`config.mk`:
```
export PLATFORM = sky130hd
export DESIGN_NAME = lin_sync_capture
export DESIGN_NICKNAME = d
export VERILOG_FILES = /design/src/rtl/lin_cap_pkg.sv /design/src/rtl/lin_rx_sync.sv /design/src/rtl/lin_free_timer.sv /design/src/rtl/lin_edge_fsm.sv /design/src/rtl/lin_sync_capture.sv
export SDC_FILE = /design/constraint.sdc
export NUM_CORES = 1
export LEC_CHECK = 0
export BUFFER_PORTS_ARGS = -buffer_cell sky130_fd_sc_hd__buf_2
export CAP_MARGIN = 20
export CORE_MARGIN = 8
export CORE_UTILIZATION = 55
export DETAILED_ROUTE_END_ITERATION = 12
export PLACE_DENSITY_LB_ADDON = 0.08
export SLEW_MARGIN = 20
export SYNTH_ARGS = -nofsm -noshare
export SYNTH_HDL_FRONTEND = slang
export SYNTH_SLANG_ARGS = --single-unit
```
`constraint.sdc`:
```
create_clock -name clk -period 2.27 [get_ports clk]
set_input_delay 0.454 -clock clk [delete_from_list [all_inputs] [get_ports clk]]
set_output_delay 0.454 -clock clk [all_outputs]
set_load 0.005 [all_outputs]
```
`src/rtl/lin_cap_pkg.sv`:
```
package lin_cap_pkg;
    typedef enum logic [1:0] {
        ST_IDLE       = 2'd0,
        ST_WAIT_FIRST = 2'd1,
        ST_COUNT      = 2'd2
    } cap_state_e;

    localparam logic [1:0] MODE_LIN = 2'b11;
endpackage

```
`src/rtl/lin_rx_sync.sv`:
```
module lin_rx_sync #(
    parameter int STAGES = 2
) (
    input  logic clk,
    input  logic rst_n,
    input  logic rx_line,
    output logic fall_pulse
);
    // pipe[STAGES-1] is the synchronised line, pipe[STAGES] its previous value
    logic [STAGES:0] pipe;

    always_ff @(posedge clk) begin
        if (!rst_n) pipe <= '1;
        else        pipe <= {pipe[STAGES-1:0], rx_line};
    end

    assign fall_pulse = pipe[STAGES] & ~pipe[STAGES-1];


    edge_single_chk: assert property (@(posedge clk) disable iff (!rst_n)
        fall_pulse |=> !fall_pulse);
endmodule

```
`src/rtl/lin_free_timer.sv`:
```
module lin_free_timer #(
    parameter int W = 16
) (
    input  logic         clk,
    input  logic         rst_n,
    input  logic         clr,
    output logic [W-1:0] count
);
    always_ff @(posedge clk) begin
        if (!rst_n)   count <= '0;
        else if (clr) count <= '0;
        else          count <= count + 1'b1;
    end


    timer_clear_chk: assert property (@(posedge clk) disable iff (!rst_n)
        clr |=> count == '0);

    timer_step_chk: assert property (@(posedge clk) disable iff (!rst_n)
        !clr |=> count == W'($past(count) + 1'b1));
endmodule

```
`src/rtl/lin_edge_fsm.sv`:
```
module lin_edge_fsm
    import lin_cap_pkg::*;
#(
    parameter int TW        = 16,
    parameter int EDGE_LAST = 5,
    localparam int CW       = $clog2(EDGE_LAST + 1)
) (
    input  logic          clk,
    input  logic          rst_n,
    input  logic          lin_mode,
    input  logic          brk,
    input  logic          fall,
    input  logic [TW-1:0] timer,
    input  logic [1:0]    en,
    output logic [TW-1:0] cap_first,
    output logic [TW-1:0] cap_last,
    output logic          irq_first,
    output logic          irq_last
);
    cap_state_e    state, nxt;
    logic [CW-1:0] edge_cnt, cnt_nxt;
    logic          take_first, take_last;

    always_ff @(posedge clk) begin
        if (!rst_n) begin
            state    <= ST_IDLE;
            edge_cnt <= '0;
        end else begin
            state    <= nxt;
            edge_cnt <= cnt_nxt;
        end
    end

    always_comb begin
        nxt        = state;
        cnt_nxt    = edge_cnt;
        take_first = 1'b0;
        take_last  = 1'b0;
        if (!lin_mode) begin
            nxt     = ST_IDLE;
            cnt_nxt = '0;
        end else if (brk) begin
            nxt     = ST_WAIT_FIRST;
            cnt_nxt = '0;
        end else if (fall) begin
            unique case (state)
                ST_IDLE: begin
                    nxt = ST_IDLE;
                end
                ST_WAIT_FIRST: begin
                    take_first = 1'b1;
                    cnt_nxt    = CW'(1);
                    nxt        = ST_COUNT;
                end
                ST_COUNT: begin
                    cnt_nxt = edge_cnt + 1'b1;
                    if (cnt_nxt == CW'(EDGE_LAST)) begin
                        take_last = 1'b1;
                        cnt_nxt   = '0;
                        nxt       = ST_IDLE;
                    end
                end
                default: nxt = ST_IDLE;
            endcase
        end
    end

    always_ff @(posedge clk) begin
        if (!rst_n) begin
            cap_first <= '0;
            cap_last  <= '0;
            irq_first <= 1'b0;
            irq_last  <= 1'b0;
        end else begin
            if (take_first) cap_first <= timer;
            if (take_last)  cap_last  <= timer;
            irq_first <= en[0] & (irq_first | take_first);
            irq_last  <= en[1] & (irq_last  | take_last);
        end
    end


    mode_idle_chk: assert property (@(posedge clk) disable iff (!rst_n)
        !lin_mode |=> state == ST_IDLE);

    first_cap_chk: assert property (@(posedge clk) disable iff (!rst_n)
        (lin_mode && !brk && fall && state == ST_WAIT_FIRST) |=> cap_first == $past(timer));

    idle_hold_chk: assert property (@(posedge clk) disable iff (!rst_n)
        (state == ST_IDLE) |=> $stable(cap_first) && $stable(cap_last));

    first_mask_chk: assert property (@(posedge clk) disable iff (!rst_n)
        !en[0] |=> !irq_first);

    last_mask_chk: assert property (@(posedge clk) disable iff (!rst_n)
        !en[1] |=> !irq_last);

    last_from_count_chk: assert property (@(posedge clk) disable iff (!rst_n)
        $rose(irq_last) |-> $past(state) == ST_COUNT);
endmodule

```
`src/rtl/lin_sync_capture.sv`:
```
module lin_sync_capture
    import lin_cap_pkg::*;
#(
    parameter int TIMER_W   = 16,
    parameter int SYNC_FF   = 2,
    parameter int EDGE_LAST = 5
) (
    input  logic               clk,
    input  logic               rst_n,
    input  logic               rx_line,
    input  logic               brk_strobe,
    input  logic [1:0]         op_mode,
    input  logic [1:0]         cap_en,
    input  logic               timer_clr,
    output logic [TIMER_W-1:0] cap_first,
    output logic [TIMER_W-1:0] cap_last,
    output logic               irq_first,
    output logic               irq_last
);
    logic               fall;
    logic [TIMER_W-1:0] timer;
    logic               lin_mode;

    assign lin_mode = (op_mode == MODE_LIN);

    lin_rx_sync #(.STAGES(SYNC_FF)) u_sync (
        .clk        (clk),
        .rst_n      (rst_n),
        .rx_line    (rx_line),
        .fall_pulse (fall)
    );

    lin_free_timer #(.W(TIMER_W)) u_timer (
        .clk   (clk),
        .rst_n (rst_n),
        .clr   (timer_clr),
        .count (timer)
    );

    lin_edge_fsm #(.TW(TIMER_W), .EDGE_LAST(EDGE_LAST)) u_fsm (
        .clk       (clk),
        .rst_n     (rst_n),
        .lin_mode  (lin_mode),
        .brk       (brk_strobe),
        .fall      (fall),
        .timer     (timer),
        .en        (cap_en),
        .cap_first (cap_first),
        .cap_last  (cap_last),
        .irq_first (irq_first),
        .irq_last  (irq_last)
    );
endmodule

```
; ---- Yosys cells after proc, flatten, opt, wreduce, memory -nomap -nowiden
; Index checks and enable logic that the tools add are counted.
[op_classes]
n_addsub = 2
n_eq_ne = 6
mux = 15
n_bitwise = 8
n_reduce_logical = 8
[op_table]
columns = cell, n
row1 = $add 16x1->16 const B, 1
row2 = $mux 1, 11
row3 = $reduce_and 2->1, 4
row4 = $pmux 3 s2, 1
row5 = $eq 2x2->1 const B, 2
row6 = $pmux 2 s2, 1
row7 = $reduce_bool 2->1, 2
row8 = $add 3x1->3 const B, 1
row9 = $and 1x1->1, 3
row10 = $eq 3x3->1 const B, 1
row11 = $mux 3, 1
row12 = $ne 3x2->1 const B, 1
row13 = $not 1->1, 3
row14 = $reduce_or 3->1, 1
row15 = $eq 2x1->1 const B, 1
row16 = $mux 2, 1
row17 = $ne 2x1->1 const B, 1
row18 = $or 1x1->1, 2
row19 = $reduce_or 2->1, 1
[word_totals]
register_bits = 58
in_bits = 9
output_inout_bits = 34

; ---- Depth between registers and ports, before layout
; Gate-level depths: netlist of the first run.
[logic_depth]
ltp_word = 9
mapped_depth = 7
mapped_depth_nobuf = 5

; ---- Modules after synthesis
; From an unflattened synthesis of the first run, not the netlist that was laid out.
[unflattened]
cells_unflattened = 270
area_unflattened_um2 = 2437.3
[modules_own_cells]
columns = module, instances, cells_per_inst, area_each_um2
row1 = lin_edge_fsm, 1, 184, 1629.1
row2 = lin_free_timer, 1, 78, 716.9
row3 = lin_rx_sync, 1, 7, 85.1
row4 = lin_sync_capture, 1, 1, 6.3

; ---- Worst setup path after synthesis of the first run
; Ideal clock, no wire load.
[synth_path]
kind = flip-flop to flip-flop
startpoint = register u_fsm.edge_cnt[0]
endpoint = register u_fsm.cap_last[10]
setup_ns = 0.072
t_arrival_ns = 1.611
required_time_ns = 2.198
path_slack_ns = 0.588
path_stages_with_launch = 6
path_buffers = 1
period_less_slack_ns = 1.682
cell_sequence = dfxtp_1 -> ha_1 -> xnor2_1 -> nor4_4 -> buf_6 -> mux2i_1
[synth_via]
elab_chain_len = 7
[synth_rtl]
columns = element, line
row1 = from (decl), lin_edge_fsm.sv:21  ; logic [CW-1:0] edge_cnt, cnt_nxt;
row2 = from (signal assigned), lin_edge_fsm.sv:30  ; edge_cnt <= cnt_nxt;
row3 = $add 3x1->3, lin_edge_fsm.sv:56  ; cnt_nxt = edge_cnt + 1'b1;
row4 = $eq 3x3->1, lin_edge_fsm.sv:57  ; if (cnt_nxt == CW'(EDGE_LAST)) begin
row5 = $mux 1, lin_edge_fsm.sv:57
row6 = $mux 1, lin_edge_fsm.sv:46  ; unique case (state)
row7 = $mux 1, lin_edge_fsm.sv:45  ; end else if (fall) begin
row8 = $mux 1, lin_edge_fsm.sv:42  ; end else if (brk) begin
row9 = $mux 1, lin_edge_fsm.sv:39  ; if (!lin_mode) begin
row10 = to (signal assigned), lin_edge_fsm.sv:76  ; if (take_last) cap_last <= timer;
row11 = to (decl), lin_edge_fsm.sv:16  ; output logic [TW-1:0] cap_last,
; Every way passes these cells.
; A chain may end at the register's enable or synchronous reset.

; ---- Worst setup path in the final report of the first run
[layout_path]
startpoint = register u_fsm.state[1]
endpoint = register u_fsm.cap_first[12]
[layout_via]
elab_chain_len = 5
[layout_rtl]
columns = element, line
row1 = from (decl), lin_edge_fsm.sv:20  ; cap_state_e state, nxt;
row2 = from (signal assigned), lin_edge_fsm.sv:29  ; state <= nxt;
row3 = $eq 2x1->1, lin_edge_fsm.sv:46
row4 = $mux 1, lin_edge_fsm.sv:46
row5 = $mux 1, lin_edge_fsm.sv:45
row6 = $mux 1, lin_edge_fsm.sv:42
row7 = $mux 1, lin_edge_fsm.sv:39
row8 = to (signal assigned), lin_edge_fsm.sv:75  ; if (take_first) cap_first <= timer;
row9 = to (decl), lin_edge_fsm.sv:15  ; output logic [TW-1:0] cap_first,
; Every way passes these cells.

==> results of run 1 <==
-- logic make-up after synthesis --
kind of cell	after synthesis
buffers and inverters	34
muxes	21
AOI/OAI and AO/OA	57
adders and majority gates	5
and+or+nand+nor	106
DFF	58
xor gates and xnor gates	4
-- layer usage --
metal / GRT usage, % / up-vias
met5: 0 / -
met4: 7.221 / 0
met3: 4.492 / 10
met2: 26.95 / 51
met1: 19.64 / 1021
li1: - / 1091
-- power by group --
group / total (mW) / internal (mW) / switching [mW] / leakage (nW)
sequential: 1.03 / 1.02 / 0.00474 / 0.468
clock: 0.929 / 0.501 / 0.428 / 0.0873
combinational: 0.0711 / 0.0197 / 0.0514 / 0.500
-- synth_stat cells --
library cell,number,area (um2)
sky130_fd_sc_hd__a211oi_1,1,7.510
sky130_fd_sc_hd__a21oi_1,24,120.1
sky130_fd_sc_hd__a31oi_1,2,12.51
sky130_fd_sc_hd__and2_1,2,12.51
sky130_fd_sc_hd__and3b_1,1,8.760
sky130_fd_sc_hd__buf_1,3,11.26
sky130_fd_sc_hd__buf_2,2,10.01
sky130_fd_sc_hd__buf_6,1,11.26
sky130_fd_sc_hd__clkbuf_1,16,60.06
sky130_fd_sc_hd__clkbuf_2,2,10.01
sky130_fd_sc_hd__clkinv_1,1,3.750
sky130_fd_sc_hd__dfxtp_1,58,1161
sky130_fd_sc_hd__ha_1,5,62.56
sky130_fd_sc_hd__inv_1,9,33.78
sky130_fd_sc_hd__mux2i_1,21,210.2
sky130_fd_sc_hd__nand2_1,42,157.7
sky130_fd_sc_hd__nand2b_1,9,56.30
sky130_fd_sc_hd__nand3_1,8,40.04
sky130_fd_sc_hd__nand3b_1,1,7.510
sky130_fd_sc_hd__nand4_1,20,125.1
sky130_fd_sc_hd__nand4b_1,1,8.760
sky130_fd_sc_hd__nand4bb_1,1,11.26
sky130_fd_sc_hd__nor2_1,4,15.01
sky130_fd_sc_hd__nor2b_1,3,18.77
sky130_fd_sc_hd__nor3_1,1,5.000
sky130_fd_sc_hd__nor3b_1,2,15.01
sky130_fd_sc_hd__nor4_1,4,25.02
sky130_fd_sc_hd__nor4_4,1,21.27
sky130_fd_sc_hd__o211a_1,1,10.01
sky130_fd_sc_hd__o211ai_1,1,7.510
sky130_fd_sc_hd__o21a_1,2,15.01
sky130_fd_sc_hd__o21ai_0,4,20.02
sky130_fd_sc_hd__o31ai_1,21,157.7
sky130_fd_sc_hd__o41ai_1,1,8.760
sky130_fd_sc_hd__or3_1,2,12.51
sky130_fd_sc_hd__or4_1,4,30.03
sky130_fd_sc_hd__xnor2_1,3,26.28
sky130_fd_sc_hd__xor2_1,1,8.760
-- registers in the layout, indices dropped and copies added (netlist names) --
| register | cells |
|---|---|
| u_sync.pipe | 3 |
| u_fsm.state | 2 |
| u_timer.count | 16 |
| u_fsm.irq_last | 1 |
| u_fsm.cap_first | 16 |
| u_fsm.cap_last | 16 |
| u_fsm.edge_cnt | 3 |
| u_fsm.irq_first | 1 |
-- layout make-up --
cell class	count	share of cell area, %
Multi-Input combinational cell	193	41.94
Inverter	10	1.272
Clock inverter	7	2.375
Timing Repair Buffer	48	8.651
Tap cell	52	2.205
Sequential cell	58	39.36
Clock buffer	9	4.198
-- layout by cell type (no fill, tap or decap), types with 3 or more instances in the layout --
cell type | netlist | layout
sky130_fd_sc_hd__mux2i_1 | 21 | 21
sky130_fd_sc_hd__buf_4 | 0 | 6
sky130_fd_sc_hd__ha_1 | 5 | 5
sky130_fd_sc_hd__nor4_1 | 4 | 4
sky130_fd_sc_hd__o31ai_1 | 21 | 21
sky130_fd_sc_hd__clkinvlp_4 | 0 | 4
sky130_fd_sc_hd__buf_2 | 2 | 42
sky130_fd_sc_hd__nand4_1 | 20 | 20
sky130_fd_sc_hd__nor2_1 | 4 | 4
sky130_fd_sc_hd__clkbuf_8 | 0 | 9
sky130_fd_sc_hd__or4_1 | 4 | 4
sky130_fd_sc_hd__nor2b_1 | 3 | 3
sky130_fd_sc_hd__nand2b_1 | 9 | 9
sky130_fd_sc_hd__inv_1 | 9 | 9
sky130_fd_sc_hd__nand2_1 | 42 | 42
sky130_fd_sc_hd__nand3_1 | 8 | 8
sky130_fd_sc_hd__o21ai_0 | 4 | 4
sky130_fd_sc_hd__a21oi_1 | 24 | 24
sky130_fd_sc_hd__xnor2_1 | 3 | 3
sky130_fd_sc_hd__dfxtp_1 | 58 | 58
-- final timing paths --
| path | slack (ns) | cells past startpoint | endpoint |
|---|---|---|---|
| hold / removal | 0.30 | 2 | u_sync.pipe[0] |
| setup reg to reg | 0.39 | 5 | u_fsm.cap_first[12] |
| setup / recovery | 0.39 | 5 | u_fsm.cap_first[12] |
| hold reg to reg | 0.42 | 1 | u_sync.pipe[1] |
-- per-stage QoR --
stage | hold WS, ns | setup WS (ns) | utilization (%) | total power, mW | instance area [um2]
final | 0.3021 | 0.3926 | 66.84 | 2.027 | 2950
after global routing | 0.3135 | 0.1407 | 66.84 | 2.088 | 2950
after CTS | 0.2991 | 0.4233 | 66.84 | 2.030 | 2950
after detailed placement | 0.4074 | 0.4531 | 62.44 | 1.119 | 2756
after global placement | 0.4044 | 0.5301 | 62.44 | 1.118 | 2756
after floorplan | 0.3863 | 0.5879 | - | 1.097 | 2539
==> Flow_metrics.wiki, run 1 <==
{| class="wikitable"
! Metric !! Value
|-
| Result of the run || finished, final reports clean
|-
| # Max-Cap Violations || 0
|-
| Post-Route Skew || 0.005092 ns
|-
| Maximum number of pins on one net before global-route repair || 31
|-
| Remaining global-route overflow || 0
|-
| Critical Path Max Stage Delay || 0.52 ns
|-
| Start of the worst register-to-register path || u_fsm.state[1]
|-
| Starting utilization of the core area || 57.51%
|-
| Parity-gate share of the synthesized area counting xor and xnor cells || 1.380%
|-
| Sum of routed wire length over all layers || 5.787 mm
|-
| Quantity of hold-fixing buffers added after cts || 0
|-
| Maximum level of the CTS H-tree || 3
|-
| Detailed-route vias per instance || 5.764
|-
| Setup repair after global routing missed its margin || false
|-
| Vias after detailed routing || 2173
|-
| Initial antenna violation count || 0
|-
| Worst EP arrival || 2.09 ns
|-
| Core area || 4414 um2
|-
| Synth Register Bits || 58
|-
| Met2 routed WL || 2.775 mm
|-
| Insertion delay of the later-clocked pin in the worst-skew pair || 0.33 ns
|-
| Mean instance size in the synthesized netlist || 8.908 um2
|-
| Fraction of the mapped netlist area in adder cells || 2.464%
|-
| Mux cell area share after synthesis || 8.280%
|-
| Transition time at the pin with the least slew margin || 0.6884 ns
|-
| Hold WC Path Type || input pin to flop
|-
| Kind of cell adding the most delay to the critical path || adder cells
|-
| Area of the multi-input gates || 1237 um2
|-
| Number of search-and-repair iterations in the first detailed-routing pass || 4
|-
| Final setup fails || 0
|-
| Number of gates resized after cts || 0
|-
| Count of boundary I/O pins || 43
|-
| Number of library cell types mapped by synthesis || 38
|-
| Maximum count of clock buffers along a single path || 2
|-
| Sort of element at the start of the critical path || flop
|-
| Worst Min Path Start || rx_line
|-
| Routed length per instance || 15.35 um
|-
| Number of buffer and inverter instances along the worst setup path || 2
|-
| Port bufs || 42
|-
| Summed negative setup slack over all endpoints || 0 ns
|-
| Clock-pin slew of the registers on the worst-case setup and hold paths || 0.07 ns
|-
| Area growth from synthesis to final layout || 16.21%
|-
| Antenna cells || 0
|-
| First-pass GRT wire length || 9.784 mm
|-
| Static Leak || 1.055 nW
|-
| VDD IR max || 510.4 uV
|-
| GRT Overall Usage || 16.50%
|-
| Clock Sink Count || 58
|-
| Number of placed instances with taps included || 361
|-
| Maximum clock frequency || 532.6 MHz
|-
| Die boundary width || 83.94 um
|-
| Peak fanout along the critical path || 19
|-
| TritonCTS clock tree || yes
|-
| Top Layer Used || met4
|-
| Number of fill cells in the layout || 381
|-
| Antenna-violating nets left || 0
|-
| Cell breakdown of the critical path || inv_1 > ha_1 > inv_1 > o31ai_1 > a21oi_1
|-
| Share of the synthesized area in compound gates (AO/OA/AOI/OAI) || 14.14%
|-
| Final hold violation count || 0
|-
| Post-route insts no fill || 377
|-
| Area of the die || 7046 um2
|-
| Register area share after synthesis || 45.74%
|-
| Max Slew Vio Count || 0
|-
| HPWL Detailed || 3.974 mm
|-
| Final routed DRC violation total || 0
|-
| Final worst path period need || 1.877 ns
|-
| Final estimated routing congestion in global placement || 0.7268
|-
| Number of global-route vias before repair || 2105
|-
| Number of buffers inserted by post-CTS setup repair || 0
|-
| PwrDens || 687.0 nW/um2
|-
| Final #Nets || 334
|-
| Area taken by flip-flops and latches || 1161 um2
|-
| Critical-path cell with the highest stage delay || sky130_fd_sc_hd__ha_1
|-
| Num CTS Buffers || 9
|-
| Layout cells sized above 1 || 20.00%
|-
| Post-Route M1 WL || 2.618 mm
|-
| Crit-path most repeated cell || sky130_fd_sc_hd__inv_1
|-
| Nature of the critical path endpoint || flop
|-
| Max transition margin || 54.11%
|-
| Yosys warnings || 0
|-
| Dominant combinational cell family by area after synthesis || simple AND/OR/NAND/NOR gates
|-
| Std cell rows || 24
|-
| Buffer cell driving the clock tree root || sky130_fd_sc_hd__clkbuf_8
|-
| Die height || 83.94 um
|-
| Critical path startpoint || u_fsm.state[1]
|-
| Synthesized Nets || 299
|-
| First DRT Iteration DRCs || 164
|-
| Post-synthesis cell area || 2539 um2
|-
| Simple-gate portion of the synthesized area || 22.47%
|-
| Final cycle utilization of the critical path || 82.71%
|-
| Met3 routed WL || 291 um
|-
| Count of mapped cells out of synthesis || 285
|-
| CP required || 2.48 ns
|-
| CP Class || flop to flop
|}
Note: power is estimated with default switching activity, not from simulation.
==> inputs of run 2 (changes only) <==
Settings changed: ABC_AREA set to 1, CORE_UTILIZATION 55 to 50.
Clock period 2.27 ns to 1.5 ns, I/O delays scaled along.
==> run 2 against run 1 <==
Net effect:
- synthesized area is 0.79% lower
- final cell count is 29% higher
- via count is 2.0% higher
- sequential share of layout area is 0.91 points lower
- register-to-register slack worse by 0.23 ns
- critical path depth is 3 higher
- clock skew hardly changed
- worst hold slack worse by 0.15 ns
- worst setup slack worse by 0.23 ns
- critical endpoint is now u_fsm.cap_last[10]
==> Flow_metrics.wiki, run 2 <==
{| class="wikitable"
! Metric !! Value
|-
| Most common cell in the netlist || sky130_fd_sc_hd__nor2_1
|-
| Synthesized Nets || 377
|-
| Layout cells sized above 1 || 19.66%
|-
| Share of flip-flops with an asynchronous set or reset || 0%
|-
| Register area share after synthesis || 46.10%
|-
| Static Leak || 1.457 nW
|-
| Sort of element at the start of the critical path || flop
|-
| Peak fanout along the critical path || 33
|-
| Result of the run || finished, final reports clean
|-
| Final routed DRC violation total || 0
|-
| Area of the die || 7565 um2
|-
| GRT Overall Usage || 15.55%
|-
| Maximum level of the CTS H-tree || 3
|-
| Final setup fails || 0
|-
| PwrDens || 985.5 nW/um2
|-
| Critical-path cell with the highest stage delay || sky130_fd_sc_hd__dfxtp_1
|-
| Number of library cell types mapped by synthesis || 22
|-
| Port bufs || 42
|-
| Area growth from synthesis to final layout || 19.92%
|-
| TritonCTS clock tree || yes
|-
| Top library cells by usage in the layout, fill and taps aside || 79 x sky130_fd_sc_hd__nor2_1, 78 x sky130_fd_sc_hd__nand2_1, 60 x sky130_fd_sc_hd__inv_1
|-
| Worst EP arrival || 1.56 ns
|-
| Final cycle utilization of the critical path || 88.90%
|-
| Die boundary width || 86.98 um
|-
| Vias after detailed routing || 2217
|-
| First-pass GRT wire length || 9.177 mm
|-
| Share of the synthesized area in the top cell type || 46.10%
|-
| Max transition margin || 83.14%
|-
| Clock-pin slew of the registers on the worst-case setup and hold paths || 0.06 ns
|-
| Quantity of hold-fixing buffers added after cts || 0
|-
| Nature of the critical path endpoint || flop
|-
| Final hold violation count || 0
|-
| Max Slew Vio Count || 0
|-
| Remaining global-route overflow || 0
|-
| Library cell with the largest summed area after synthesis || sky130_fd_sc_hd__dfxtp_1
|-
| Maximum number of pins on one net before global-route repair || 34
|-
| Critical Path Max Stage Delay || 0.35 ns
|-
| Die height || 86.98 um
|-
| Cell breakdown of the critical path || ha_1 > inv_1 > nand2_1 > nand3_1 > inv_2 > nand2_8 > nor2_1 > nor2_1
|-
| Placed standard-cell area || 2823 um2
|-
| Clock Sink Count || 58
|-
| Final worst path period need || 1.334 ns
|-
| Yosys warnings || 0
|-
| First DRT Iteration DRCs || 92
|-
| Number of search-and-repair iterations in the first detailed-routing pass || 4
|-
| Final std cell area, no fill || 3020 um2
|-
| Post-synth top cells || 79 x sky130_fd_sc_hd__nor2_1, 78 x sky130_fd_sc_hd__nand2_1, 61 x sky130_fd_sc_hd__inv_1
|-
| Initial antenna violation count || 0
|-
| Std cell rows || 26
|-
| Final estimated routing congestion in global placement || 0.8629
|-
| Maximum count of clock buffers along a single path || 2
|-
| CP Class || flop to flop
|-
| Buffer cell driving the clock tree root || sky130_fd_sc_hd__clkbuf_8
|-
| Transition time at the pin with the least slew margin || 0.2525 ns
|-
| Biggest registers after layout || u_fsm.cap_first: 16 flops, u_fsm.cap_last: 16 flops, u_timer.count: 16 flops
|-
| Count of boundary I/O pins || 43
|-
| Summed negative setup slack over all endpoints || 0 ns
|-
| VDD IR max || 585.6 uV
|-
| Detailed-route vias per instance || 4.552
|-
| Num CTS Buffers || 9
|-
| Number of buffer and inverter instances along the worst setup path || 2
|-
| Hold WC Path Type || input pin to flop
|-
| Number of synthesized flops with an enable pin || 0
|-
| Post-Route Skew || 0.004947 ns
|-
| Most frequent standard cell in the layout excluding fill and tap cells || sky130_fd_sc_hd__nor2_1
|-
| CP required || 1.73 ns
|-
| Setup repair after global routing missed its margin || false
|-
| Core area || 4977 um2
|-
| Number of global-route vias before repair || 2107
|-
| Insertion delay of the later-clocked pin in the worst-skew pair || 0.33 ns
|-
| Post-synthesis cell area || 2519 um2
|-
| Antenna-violating nets left || 0
|-
| Number of buffers inserted by post-CTS setup repair || 0
|-
| Crit-path most repeated cell || sky130_fd_sc_hd__nor2_1
|-
| Kind of cell adding the most delay to the critical path || simple AND/OR/NAND/NOR gates
|-
| Mean instance size in the synthesized netlist || 6.938 um2
|-
| Routed length per instance || 10.99 um
|-
| Synth Flop Type || sky130_fd_sc_hd__dfxtp_1
|-
| Synth Register Bits || 58
|-
| Biggest area contributors in the synthesized netlist || sky130_fd_sc_hd__dfxtp_1 46%, sky130_fd_sc_hd__nor2_1 12%, sky130_fd_sc_hd__nand2_1 12%
|-
| Count of mapped cells out of synthesis || 363
|-
| Maximum clock frequency || 749.9 MHz
|-
| # Max-Cap Violations || 0
|-
| Antenna cells || 0
|-
| HPWL Detailed || 3.971 mm
|-
| Sum of routed wire length over all layers || 5.350 mm
|-
| Number of fill cells in the layout || 509
|-
| Starting utilization of the core area || 50.60%
|-
| Final #Nets || 427
|}
[run 2: changes by cell type in the layout (fill, tap and decap cells not counted), sizes merged, moves of 19 or more]
| cell | change |
|---|---|
| o31ai | -21 |
| mux2i | -21 |
| inv | +52 |
| nor2 | +82 |
| nand2 | +40 |
| nand4 | -19 |
[run 2: power breakdown]
| part | internal [mW] | switching, mW |
|---|---|---|
| registers | 1.55 | 0.00355 |
| logic | 0.0309 | 0.0491 |
| clock network | 0.765 | 0.581 |
| total | 2.34 | 0.634 |
[run 2: repair_timing]
item,4_1_cts,5_1_grt
setup endpoints to repair,0,14
resized for setup,0,2
hold endpoints to repair,0,0
[run 2: per-stage QoR]
stage / hold WS (ns) / utilization (%) / instances / total power [mW] / setup slack, ns
detailed placement: 0.4099 / 56.71 / 472 / 1.666 / 0.09276
finish: 0.1539 / 60.68 / 487 / 2.977 / 0.1665
floorplan: 0.3925 / - / 363 / 1.633 / 0.2540
global route: 0.1444 / 60.68 / 487 / 3.111 / 0.01158
CTS: 0.1398 / 60.51 / 487 / 3.010 / 0.08474
global placement: 0.3970 / 56.71 / 472 / 1.666 / 0.1613
[run 2: worst reg2reg max path, cell delays in order, from the launching register on]
cell and delay (ns):
sky130_fd_sc_hd__dfxtp_1 0.35, sky130_fd_sc_hd__ha_1 0.17, sky130_fd_sc_hd__inv_1 0.04, sky130_fd_sc_hd__nand2_1 0.07, sky130_fd_sc_hd__nand3_1 0.13, sky130_fd_sc_hd__inv_2 0.13
sky130_fd_sc_hd__nand2_8 0.14, sky130_fd_sc_hd__nor2_1 0.15, sky130_fd_sc_hd__nor2_1 0.06
[run 2: final cells by class]
type                    instances  area [um2]  area share [%]
flip-flops and latches         58        1161           38.44
well taps                      70       87.58           2.900
clock buffers                  13       178.9           5.924
repair buffers                 50       282.8           9.362
inverters                      61       229.0           7.581
clock inverters                 2       10.01          0.3314
multi-input cells             233        1071           35.46
[run 2: metal layers]
layer  part of all wire [%]  vias up  track usage [%]
met5                      0        -                0
met4                    1.4        0            7.512
met3                    4.5        6            4.717
met2                     51       32            27.27
met1                     43      992            16.56
li1                       -     1187                -
[run 2: cell families (layout without fill, tap and decap cells)]
| family | count (synthesis) | in the layout | share of synthesized area, % |
|---|---|---|---|
| adders and majority gates | 5 | 5 | 2.484 |
| AOI/OAI and AO/OA | 43 | 43 | 8.644 |
| DFF | 58 | 58 | 46.10 |
| xor gates and xnor gates | 1 | 1 | 0.3478 |
| buffers and inverters | 72 | 126 | 11.72 |
| and+or+nand+nor | 184 | 184 | 30.70 |
[run 2: path summary, 6_finish.rpt]
path / endpoint / cells past startpoint / start / slack, ns
setup / recovery: u_fsm.cap_last[10] / 8 / u_fsm.edge_cnt[1] / 0.17
hold reg to reg: u_sync.pipe[1] / 1 / u_sync.pipe[0] / 0.42
setup reg to reg: u_fsm.cap_last[10] / 8 / u_fsm.edge_cnt[1] / 0.17
hold / removal: u_sync.pipe[0] / 2 / rx_line / 0.15
